File: src/rtl/cfx_pkg.sv
package cfx_pkg;
  localparam int ST_W = 3;
  typedef enum logic [ST_W-1:0] {
    ST_EMPTY = 3'd0,
    ST_INS   = 3'd1,
    ST_RES   = 3'd2,
    ST_FULL  = 3'd3,
    ST_DONE  = 3'd4
  } stage_st_e;
endpackage

File: src/rtl/cfx_port_decode.sv
module cfx_port_decode
  import cfx_pkg::*;
(
  input  stage_st_e st,
  input  logic      ins_in_valid,
  input  logic      res_in_valid,
  input  logic      ins_up_ready,
  input  logic      res_dn_ready,
  input  logic      must_hold,
  output logic      ins_in_ready,
  output logic      res_in_ready,
  output logic      ins_up_valid,
  output logic      res_dn_valid,
  output logic      match_en,
  output logic      ins_in_fire,
  output logic      res_in_fire,
  output logic      ins_up_fire,
  output logic      res_dn_fire
);
  always_comb begin
    res_in_ready = (st == ST_EMPTY) || (st == ST_INS);
    ins_in_ready = (st == ST_EMPTY) || ((st == ST_RES) && !res_dn_ready);
    ins_up_valid = !must_hold && (((st == ST_INS) && !res_in_valid) || (st == ST_DONE));
    res_dn_valid = (st == ST_RES) || (st == ST_DONE);
    match_en     = (st == ST_FULL);
    ins_in_fire  = ins_in_valid && ins_in_ready;
    res_in_fire  = res_in_valid && res_in_ready;
    ins_up_fire  = ins_up_valid && ins_up_ready;
    res_dn_fire  = res_dn_valid && res_dn_ready;
  end
endmodule

File: src/rtl/cfx_next_state.sv
module cfx_next_state
  import cfx_pkg::*;
(
  input  stage_st_e st,
  input  logic      ins_in_fire,
  input  logic      res_in_fire,
  input  logic      ins_up_fire,
  input  logic      res_dn_fire,
  output stage_st_e st_nxt
);
  always_comb begin
    st_nxt = st;
    unique case (st)
      ST_EMPTY: begin
        if (ins_in_fire && res_in_fire) st_nxt = ST_FULL;
        else if (ins_in_fire)           st_nxt = ST_INS;
        else if (res_in_fire)           st_nxt = ST_RES;
      end
      ST_INS: begin
        if (res_in_fire)      st_nxt = ST_FULL;
        else if (ins_up_fire) st_nxt = ST_EMPTY;
      end
      ST_RES: begin
        if (res_dn_fire)      st_nxt = ST_EMPTY;
        else if (ins_in_fire) st_nxt = ST_FULL;
      end
      ST_FULL: st_nxt = ST_DONE;
      ST_DONE: begin
        if (ins_up_fire && res_dn_fire) st_nxt = ST_EMPTY;
        else if (ins_up_fire)           st_nxt = ST_RES;
        else if (res_dn_fire)           st_nxt = ST_INS;
      end
      default: st_nxt = ST_EMPTY;
    endcase
  end
endmodule

File: src/rtl/cfx_state_reg.sv
module cfx_state_reg
  import cfx_pkg::*;
(
  input  logic      clk,
  input  logic      rst_n,
  input  logic      load_en,
  input  stage_st_e st_nxt,
  output stage_st_e st
);
  always_ff @(posedge clk or negedge rst_n) begin
    if (!rst_n)       st <= ST_EMPTY;
    else if (load_en) st <= st_nxt;
  end
endmodule

File: src/rtl/cfx_stage_ctrl.sv
module cfx_stage_ctrl
  import cfx_pkg::*;
(
  input  logic            clk,
  input  logic            rst_n,
  input  logic            ins_in_valid,
  output logic            ins_in_ready,
  output logic            ins_up_valid,
  input  logic            ins_up_ready,
  input  logic            res_in_valid,
  output logic            res_in_ready,
  output logic            res_dn_valid,
  input  logic            res_dn_ready,
  input  logic            must_hold,
  output logic            match_en,
  output logic [ST_W-1:0] stage_code
);
  stage_st_e st, st_nxt;
  logic ins_in_fire, res_in_fire, ins_up_fire, res_dn_fire;
  logic load_en;

  cfx_port_decode u_dec (
    .st(st), .ins_in_valid(ins_in_valid), .res_in_valid(res_in_valid),
    .ins_up_ready(ins_up_ready), .res_dn_ready(res_dn_ready), .must_hold(must_hold),
    .ins_in_ready(ins_in_ready), .res_in_ready(res_in_ready),
    .ins_up_valid(ins_up_valid), .res_dn_valid(res_dn_valid), .match_en(match_en),
    .ins_in_fire(ins_in_fire), .res_in_fire(res_in_fire),
    .ins_up_fire(ins_up_fire), .res_dn_fire(res_dn_fire)
  );

  cfx_next_state u_nxt (
    .st(st), .ins_in_fire(ins_in_fire), .res_in_fire(res_in_fire),
    .ins_up_fire(ins_up_fire), .res_dn_fire(res_dn_fire), .st_nxt(st_nxt)
  );

  assign load_en = (st_nxt != st);

  cfx_state_reg u_reg (
    .clk(clk), .rst_n(rst_n), .load_en(load_en), .st_nxt(st_nxt), .st(st)
  );

  assign stage_code = st;

  AST_NO_SWAP_UPPER: assert property (@(posedge clk) disable iff (!rst_n) !(ins_up_fire && res_in_fire));
  AST_NO_SWAP_LOWER: assert property (@(posedge clk) disable iff (!rst_n) !(res_dn_fire && ins_in_fire));
  AST_MATCH_ONE_CYCLE: assert property (@(posedge clk) disable iff (!rst_n) match_en |=> (!match_en && stage_code == 3'd4));
  AST_HOLD_BLOCKS: assert property (@(posedge clk) disable iff (!rst_n) (must_hold && stage_code == 3'd1) |=> stage_code != 3'd0);
  AST_STALL_KEEPS: assert property (@(posedge clk) disable iff (!rst_n) (stage_code == 3'd2 && !res_dn_ready && !ins_in_valid) |=> stage_code == 3'd2);
endmodule

File: config.mk
export PLATFORM = sky130hd
export DESIGN_NAME = cfx_stage_ctrl
export DESIGN_NICKNAME = d
export VERILOG_FILES = /design/src/rtl/cfx_pkg.sv /design/src/rtl/cfx_port_decode.sv /design/src/rtl/cfx_next_state.sv /design/src/rtl/cfx_state_reg.sv /design/src/rtl/cfx_stage_ctrl.sv
export SDC_FILE = /design/constraint.sdc
export NUM_CORES = 1
export LEC_CHECK = 0
export ABC_AREA = 1
export BUFFER_PORTS_ARGS = -buffer_cell sky130_fd_sc_hd__buf_4
export CORE_AREA = 5 5 42 44
export CTS_CLUSTER_SIZE = 20
export DETAILED_ROUTE_END_ITERATION = 8
export DIE_AREA = 0 0 47 49
export PLACE_DENSITY_LB_ADDON = 0.15
export SETUP_SLACK_MARGIN = 0.05
export SLEW_MARGIN = 20
export SYNTH_ARGS = -nofsm -noshare
export SYNTH_HDL_FRONTEND = slang
export SYNTH_SLANG_ARGS = --single-unit
File: constraint.sdc
create_clock -name clk -period 1.5 [get_ports clk]
set_input_delay 0.15 -clock clk [delete_from_list [all_inputs] [get_ports clk]]
set_output_delay 0.15 -clock clk [all_outputs]
set_load 0.05 [all_outputs]
==> results.md, run 1 <==
- # clock sinks: 3
- Area of the multi-input gates: approximately 170 sq um
- RSZ-0062 raised after global routing: true
- Critical-path maximum fanout: 5
- Syn Nets: 49
- Vias in the first global route: 309
- Register area: 78.8 sq um
- Post-route DRC: 0
- Worst Clk Skew: slightly above 0.0005 ns
- Commonest non-fill, non-tap cells in the layout: nand2_1 (13), buf_4 (13), inv_1 (9)
- Area grow syn2layout: 88.4%
- Setup TNS: 0 ns
- Synth Cell Area: 248 sq um
- CP Launch Type: register
- Slew Limit Fails: 0
- WL per Instance: 9.15 microns
- CTS clk-pin slew, worst paths: 0.04 ns
- Clock insertion delay at the later pin of the skew report: 0.23 ns
- M1 wire length: roughly 300 microns
- Max H-tree Level: 1
- Status: completed
- Final hold vios: 0
- TritonCTS buffer count: 3
- Die width: ~47 microns
- F_max: roughly 0.7 GHz
- Synth unique cells: 11
- Vias: about 310
- Largest net degree at the start of global routing: 6
- Die area: between 2000 and 2500 sq um
- Initial antenna violation count: 0
- Critical Path Sink Type: primary output
- Remaining antenna violation count: 0
- Final Cycle Share: between 90% and 100%
- Gr usage total: 7.26%
- Synth Register Bits: 3
- Max reg flops: 3
- Initial Util: 17.7%
- Fin crit period: 1.39 ns
- Die H: 49 microns
- DR iter-0 viols: 5
- Port Buffers: 14
- CORE AREA: between 1000 and 1500 sq um
- Vias/cell: approximately 3.9
- WL final: 714 microns
- Top Registers: u_reg.st (3)
- TritonCTS clock tree: done
- DR top layer: met4
- Worst-Margin Slew: 0.198 ns
- I/O pin total: 15
- Routed wl met2: 338 microns
- Post-Synthesis Cells: 42
- Syn Area/Cell: 5.90 sq um
- First-pass GRT wire length: 1.23 mm
- Final #Nets: 70
- GPL Wtd Cong: roughly 0.71
- Critical Path RT: roughly 1.4 ns
- Crit path DAT: 1.24 ns
- # diodes: 0
- 1st-pass router iterations: 4
- Max clock buf depth: 2
- Fillers: 161
- Yosys warnings: 0
- Seq/Total Area, Yosys: 30.3%
- Hold_ws: 0.181 ns
- DR WL met3: between 60 and 70 microns
- Crit Path Class: register to primary output
- Setup violations, final: 0
- Total global routing overflow: 0
- Layout cell share with drive strength beyond 1: 51.6%
- Number of max-cap violations: 0
- Row cnt: 14
- Detailed placement HPWL: 577 microns
- Top reg by flops: u_reg.st
- Worst hold path type: primary input to register
- Slew headroom: 86.7%
- Root Driver: clkbuf_4
synth_stat cells:
library cell | count | area [sq um]
nor2_1 | 4 | 15.0
dfrtp_1 | 3 | 75.1
nand3_2 | 1 | 10.0
nor3_1 | 1 | 5.00
nand2_1 | 16 | 60.1
nand3_1 | 2 | 10.0
o21ai_0 | 1 | 5.00
inv_1 | 10 | 37.5
o21ai_2 | 1 | 8.76
nor2_4 | 1 | 11.3
a21oi_1 | 2 | 10.0
stage by stage:
step | area, sq um | std cells | setup WS [ns] | utilization [%]
2_1_floorplan | 273 | 42 | 0.0465 | -
3_3_place_gp | 398 | 72 | 0.208 | 28.4
3_5_place_dp | 398 | 72 | 0.232 | 28.4
4_1_cts | 440 | 77 | 0.0532 | 31.4
5_1_grt | 467 | 78 | 0.0519 | 33.3
6_report | 467 | 78 | 0.106 | 33.3
layout make-up:
class / count / share of cell area [%]
multi-input combinational: 29 / 37.3
timing repair buffer: 16 / 27.9
sequential: 3 / 16.9
inverter: 10 / 8.04
clock buffer: 4 / 5.63
tap: 16 / 4.29
routing by layer:
| layer | GRT usage (%) | up-vias |
|---|---|---|
| met3 | 3.32 | 2 |
| met5 | 0 | - |
| li1 | - | 164 |
| met1 | 7.73 | 127 |
| met4 | 4.15 | 0 |
| met2 | 11.3 | 14 |
timing repair:
action                                  CTS  global route
gates resized for setup                   2             5
setup buffers                             0             1
hold buffers                              1             0
endpoints found under the setup margin    2             3
pin swaps                                 0             2
endpoints found under the hold margin     3             0
path summary, 6_finish.rpt:
path	start	end	slack (ns)	cells after the start
max in group asynchronous	rst_n	u_reg.st[2]	1.15	2
min in group asynchronous	rst_n	u_reg.st[1]	0.24	2
worst max-delay path	u_reg.st[0]	ins_up_valid	0.11	4
worst min register to register	u_reg.st[1]	u_reg.st[2]	0.59	2
worst min-delay path	ins_in_valid	u_reg.st[0]	0.18	5
worst max register to register	u_reg.st[0]	u_reg.st[0]	0.27	9
logic make-up (layout without fill, tap and decap cells):
kind of cell	Yosys count	count (layout)	share of synthesized area [%]
buf+inv	10	30	15.2
flops	3	3	30.3
simple gates	25	25	44.9
compound gates	4	4	9.59
critical path, cell delays in order (launching register included):
cell and delay (ns):
dfrtp_2 0.42, nor2_1 0.13, nand2_2 0.12, a21oi_4 0.17
buf_6 0.17
Power of run 1 is not shown: default switching activity piles up to over one toggle a cycle in this logic, so the estimate is an artifact.
==> run 2: changes to the inputs <==
--- a/config.mk
+++ b/config.mk
@@ -11,7 +11,6 @@
 export CTS_CLUSTER_SIZE = 20
 export DETAILED_ROUTE_END_ITERATION = 8
 export DIE_AREA = 0 0 47 49
-export PLACE_DENSITY_LB_ADDON = 0.15
 export SETUP_SLACK_MARGIN = 0.05
 export SLEW_MARGIN = 20
 export SYNTH_ARGS = -nofsm -noshare
==> constraint.sdc (replaced) <==
create_clock -name clk -period 1.12 [get_ports clk]
set_input_delay 0.112 -clock clk [delete_from_list [all_inputs] [get_ports clk]]
set_output_delay 0.112 -clock clk [all_outputs]
set_load 0.05 [all_outputs]
==> run 2 against run 1 <==
Compared with the run above:
- the flow now finishes with violations (setup timing)
- final area grew 34%
- clock skew grew 0.00061 ns
- flip-flop and latch count is the same
- die area is the same
- sequential share of layout area shrank 4.3 points
- critical path depth grew 1
- core utilization grew 11 points
- count of clock-buffer cells in the layout is the same
- largest cell class is now buffers
- highest routed layer is now met3
==> results.md, run 2 (synthesized netlist as in run 1, its figures left out) <==
- Status: finished with violations
- Violated checks: setup timing
- Remaining antenna violation count: 0 (unchanged)
- TritonCTS clock tree: done
- Hold Path Depth: 3 (-2)
- TritonCTS buffer count: 3 (unchanged)
- Critical-path top delay cell: dfrtp_2
- Crit Path Class: register to primary output
- Cells along the critical path: inv_2 -> nor2_2 -> nand2_2 -> o21ai_4 -> buf_6
- Vias: 349 (+14%)
- Row cnt: 14 (unchanged)
- Worst-Margin Slew: 0.151 ns (-0.0468 ns)
- Non-filler instance count after layout: 87 (+12%)
- Post-route DRC: 0 (unchanged)
- Critical Path Sink Type: primary output
- Root Driver: clkbuf_4
- Worst hold endpoint: u_reg.st[1]
- Setup violations, final: 9 (+9)
- Post-route setup slack: -0.228 ns (-0.334 ns)
- Setup TNS: -1.47 ns (-1.47 ns)
- Min-delay src: res_in_valid
- Vias/cell: 4.01 (+1.9%)
- First-pass GRT wire length: 1.41 mm (+15%)
- RSZ-0062 raised after global routing: true
- Die width: 47 microns (unchanged)
- F_max: 0.742 GHz
- Top Registers: u_reg.st (3)
- Die H: 49 microns (unchanged)
- Slew Limit Fails: 0 (unchanged)
- Layout cell share with drive strength beyond 1: 67.6% (+16 points)
- Final hold vios: 0 (unchanged)
- Clock insertion delay at the later pin of the skew report: 0.23 ns (about the same)
- R2r startpoint: u_reg.st[1]
- Critical Path RT: 1.01 ns (-0.34 ns)
- Detailed placement HPWL: 602 microns (+4.2%)
- Slowest stage delay, CP: 0.41 ns (about the same)
- Critical-path maximum fanout: 4 (-1)
- Gr usage total: 8.39% (+1.1 points)
- CORE AREA: 1400 sq um (unchanged)
- Top reg by flops: u_reg.st
- Port Buffers: 14 (unchanged)
- CTS clk-pin slew, worst paths: 0.04 ns (about the same)
- Most common cell after layout, fill and taps aside: buf_4
- Number of max-cap violations: 0 (unchanged)
- Hold_ws: 0.127 ns (-0.0534 ns)
- Final Cycle Share: 120%
- CP Launch Type: register
- Commonest non-fill, non-tap cells in the layout: buf_4 (12), nand2_1 (11), inv_1 (6), buf_8 (6), buf_6 (6)
- WL per Instance: 9.80 microns (+7.1%)
- Vias in the first global route: 351 (+14%)
- Total global routing overflow: 0 (unchanged)
- Placed Cells: 76 (+5.6%)
- Die area: 2300 sq um (unchanged)
- Initial antenna violation count: 0 (unchanged)
- Crit path DAT: 1.24 ns (about the same)
- Slew headroom: 89.9% (+3.2 points)
- # clock sinks: 3 (unchanged)
- Max H-tree Level: 1 (unchanged)
- R2R setup slack: -0.14 ns (-0.41 ns)
- R2R Path End: u_reg.st[0]
- Max clock buf depth: 2 (unchanged)
- 1st-pass router iterations: 2 (-2)
- Initial Util: 17.7% (unchanged)
- Area grow syn2layout: 153%
- # diodes: 0 (unchanged)
- WL final: 853 microns (+19%)
- DR iter-0 viols: 2 (-3)
- Fin crit period: 1.35 ns
- Worst hold path type: primary input to register
- GPL Wtd Cong: 0.722 (+1.9%)
- R2R depth: 9 (unchanged)
- Final #Nets: 79 (+13%)
- I/O pin total: 15 (unchanged)
- Largest net degree at the start of global routing: 6 (unchanged)
- Max reg flops: 3 (unchanged)
- Worst Clk Skew: 0.00111 ns (+0.000605 ns)
-- run 2: changes by cell type in the layout (fill, tap and decap cells not counted), moves of 2 or more --
cell,previous run,this run
inv_1,9,6
nand2_4,0,3
nand2_1,13,11
inv_2,1,3
buf_8,0,6
buf_6,2,6
-- run 2: cell type report --
class / count / area [sq um]
Timing Repair Buffer: 25 / 258
Tap cell: 16 / 20.0
Multi-Input combinational cell: 29 / 201
Inverter: 10 / 41.3
Clock buffer: 4 / 26.3
Sequential cell: 3 / 78.8
Fill cell: 152 / 776
-- run 2: routing by layer --
layer  track usage (%)  up-vias  routed length [microns]
met5                 0        -                        0
met4              4.15        0                        0
met3              3.32        0                       24
met2              13.8        4                      486
met1              8.81      162                      343
li1                  -      183                        -
-- run 2: worst max-delay path by stage --
| stage | from | cells after the start | endpoint |
|---|---|---|---|
| final | u_reg.st[1] | 5 | ins_in_ready |
| after global routing | u_reg.st[2] | 4 | ins_up_valid |
| after CTS | u_reg.st[2] | 4 | ins_up_valid |
| after detailed placement | u_reg.st[0] | 8 | u_reg.st[0] |
| after global placement | u_reg.st[0] | 8 | u_reg.st[0] |
| after floorplan | u_reg.st[1] | 8 | u_reg.st[0] |
-- run 2: metrics by stage --
stage	cell area, sq um	utilization, %	setup WS, ns
4_1_cts	566	40.4	-0.224
6_report	626	44.6	-0.228
3_3_place_gp	437	31.2	-0.121
5_1_grt	626	44.6	-0.301
2_1_floorplan	282	-	-0.332
3_5_place_dp	437	31.2	-0.153
-- run 2: worst max-delay path: cells and delay by family (launching register included) --
kind,cells,cell delay [ns]
buf+inv,2,0.24
compound gates,1,0.14
flops,1,0.41
simple gates,2,0.20
-- run 2: timing repair --
action                     in CTS  in global routing
setup buffers                   3                  3
hold buffers                    1                  0
hold endpoints to repair        3                  0
gates resized for setup        21                 10
setup endpoints to repair      11                 11
cloned                          0                  0
pin swaps                       5                  1
Power of run 2 is left out for the same reason.
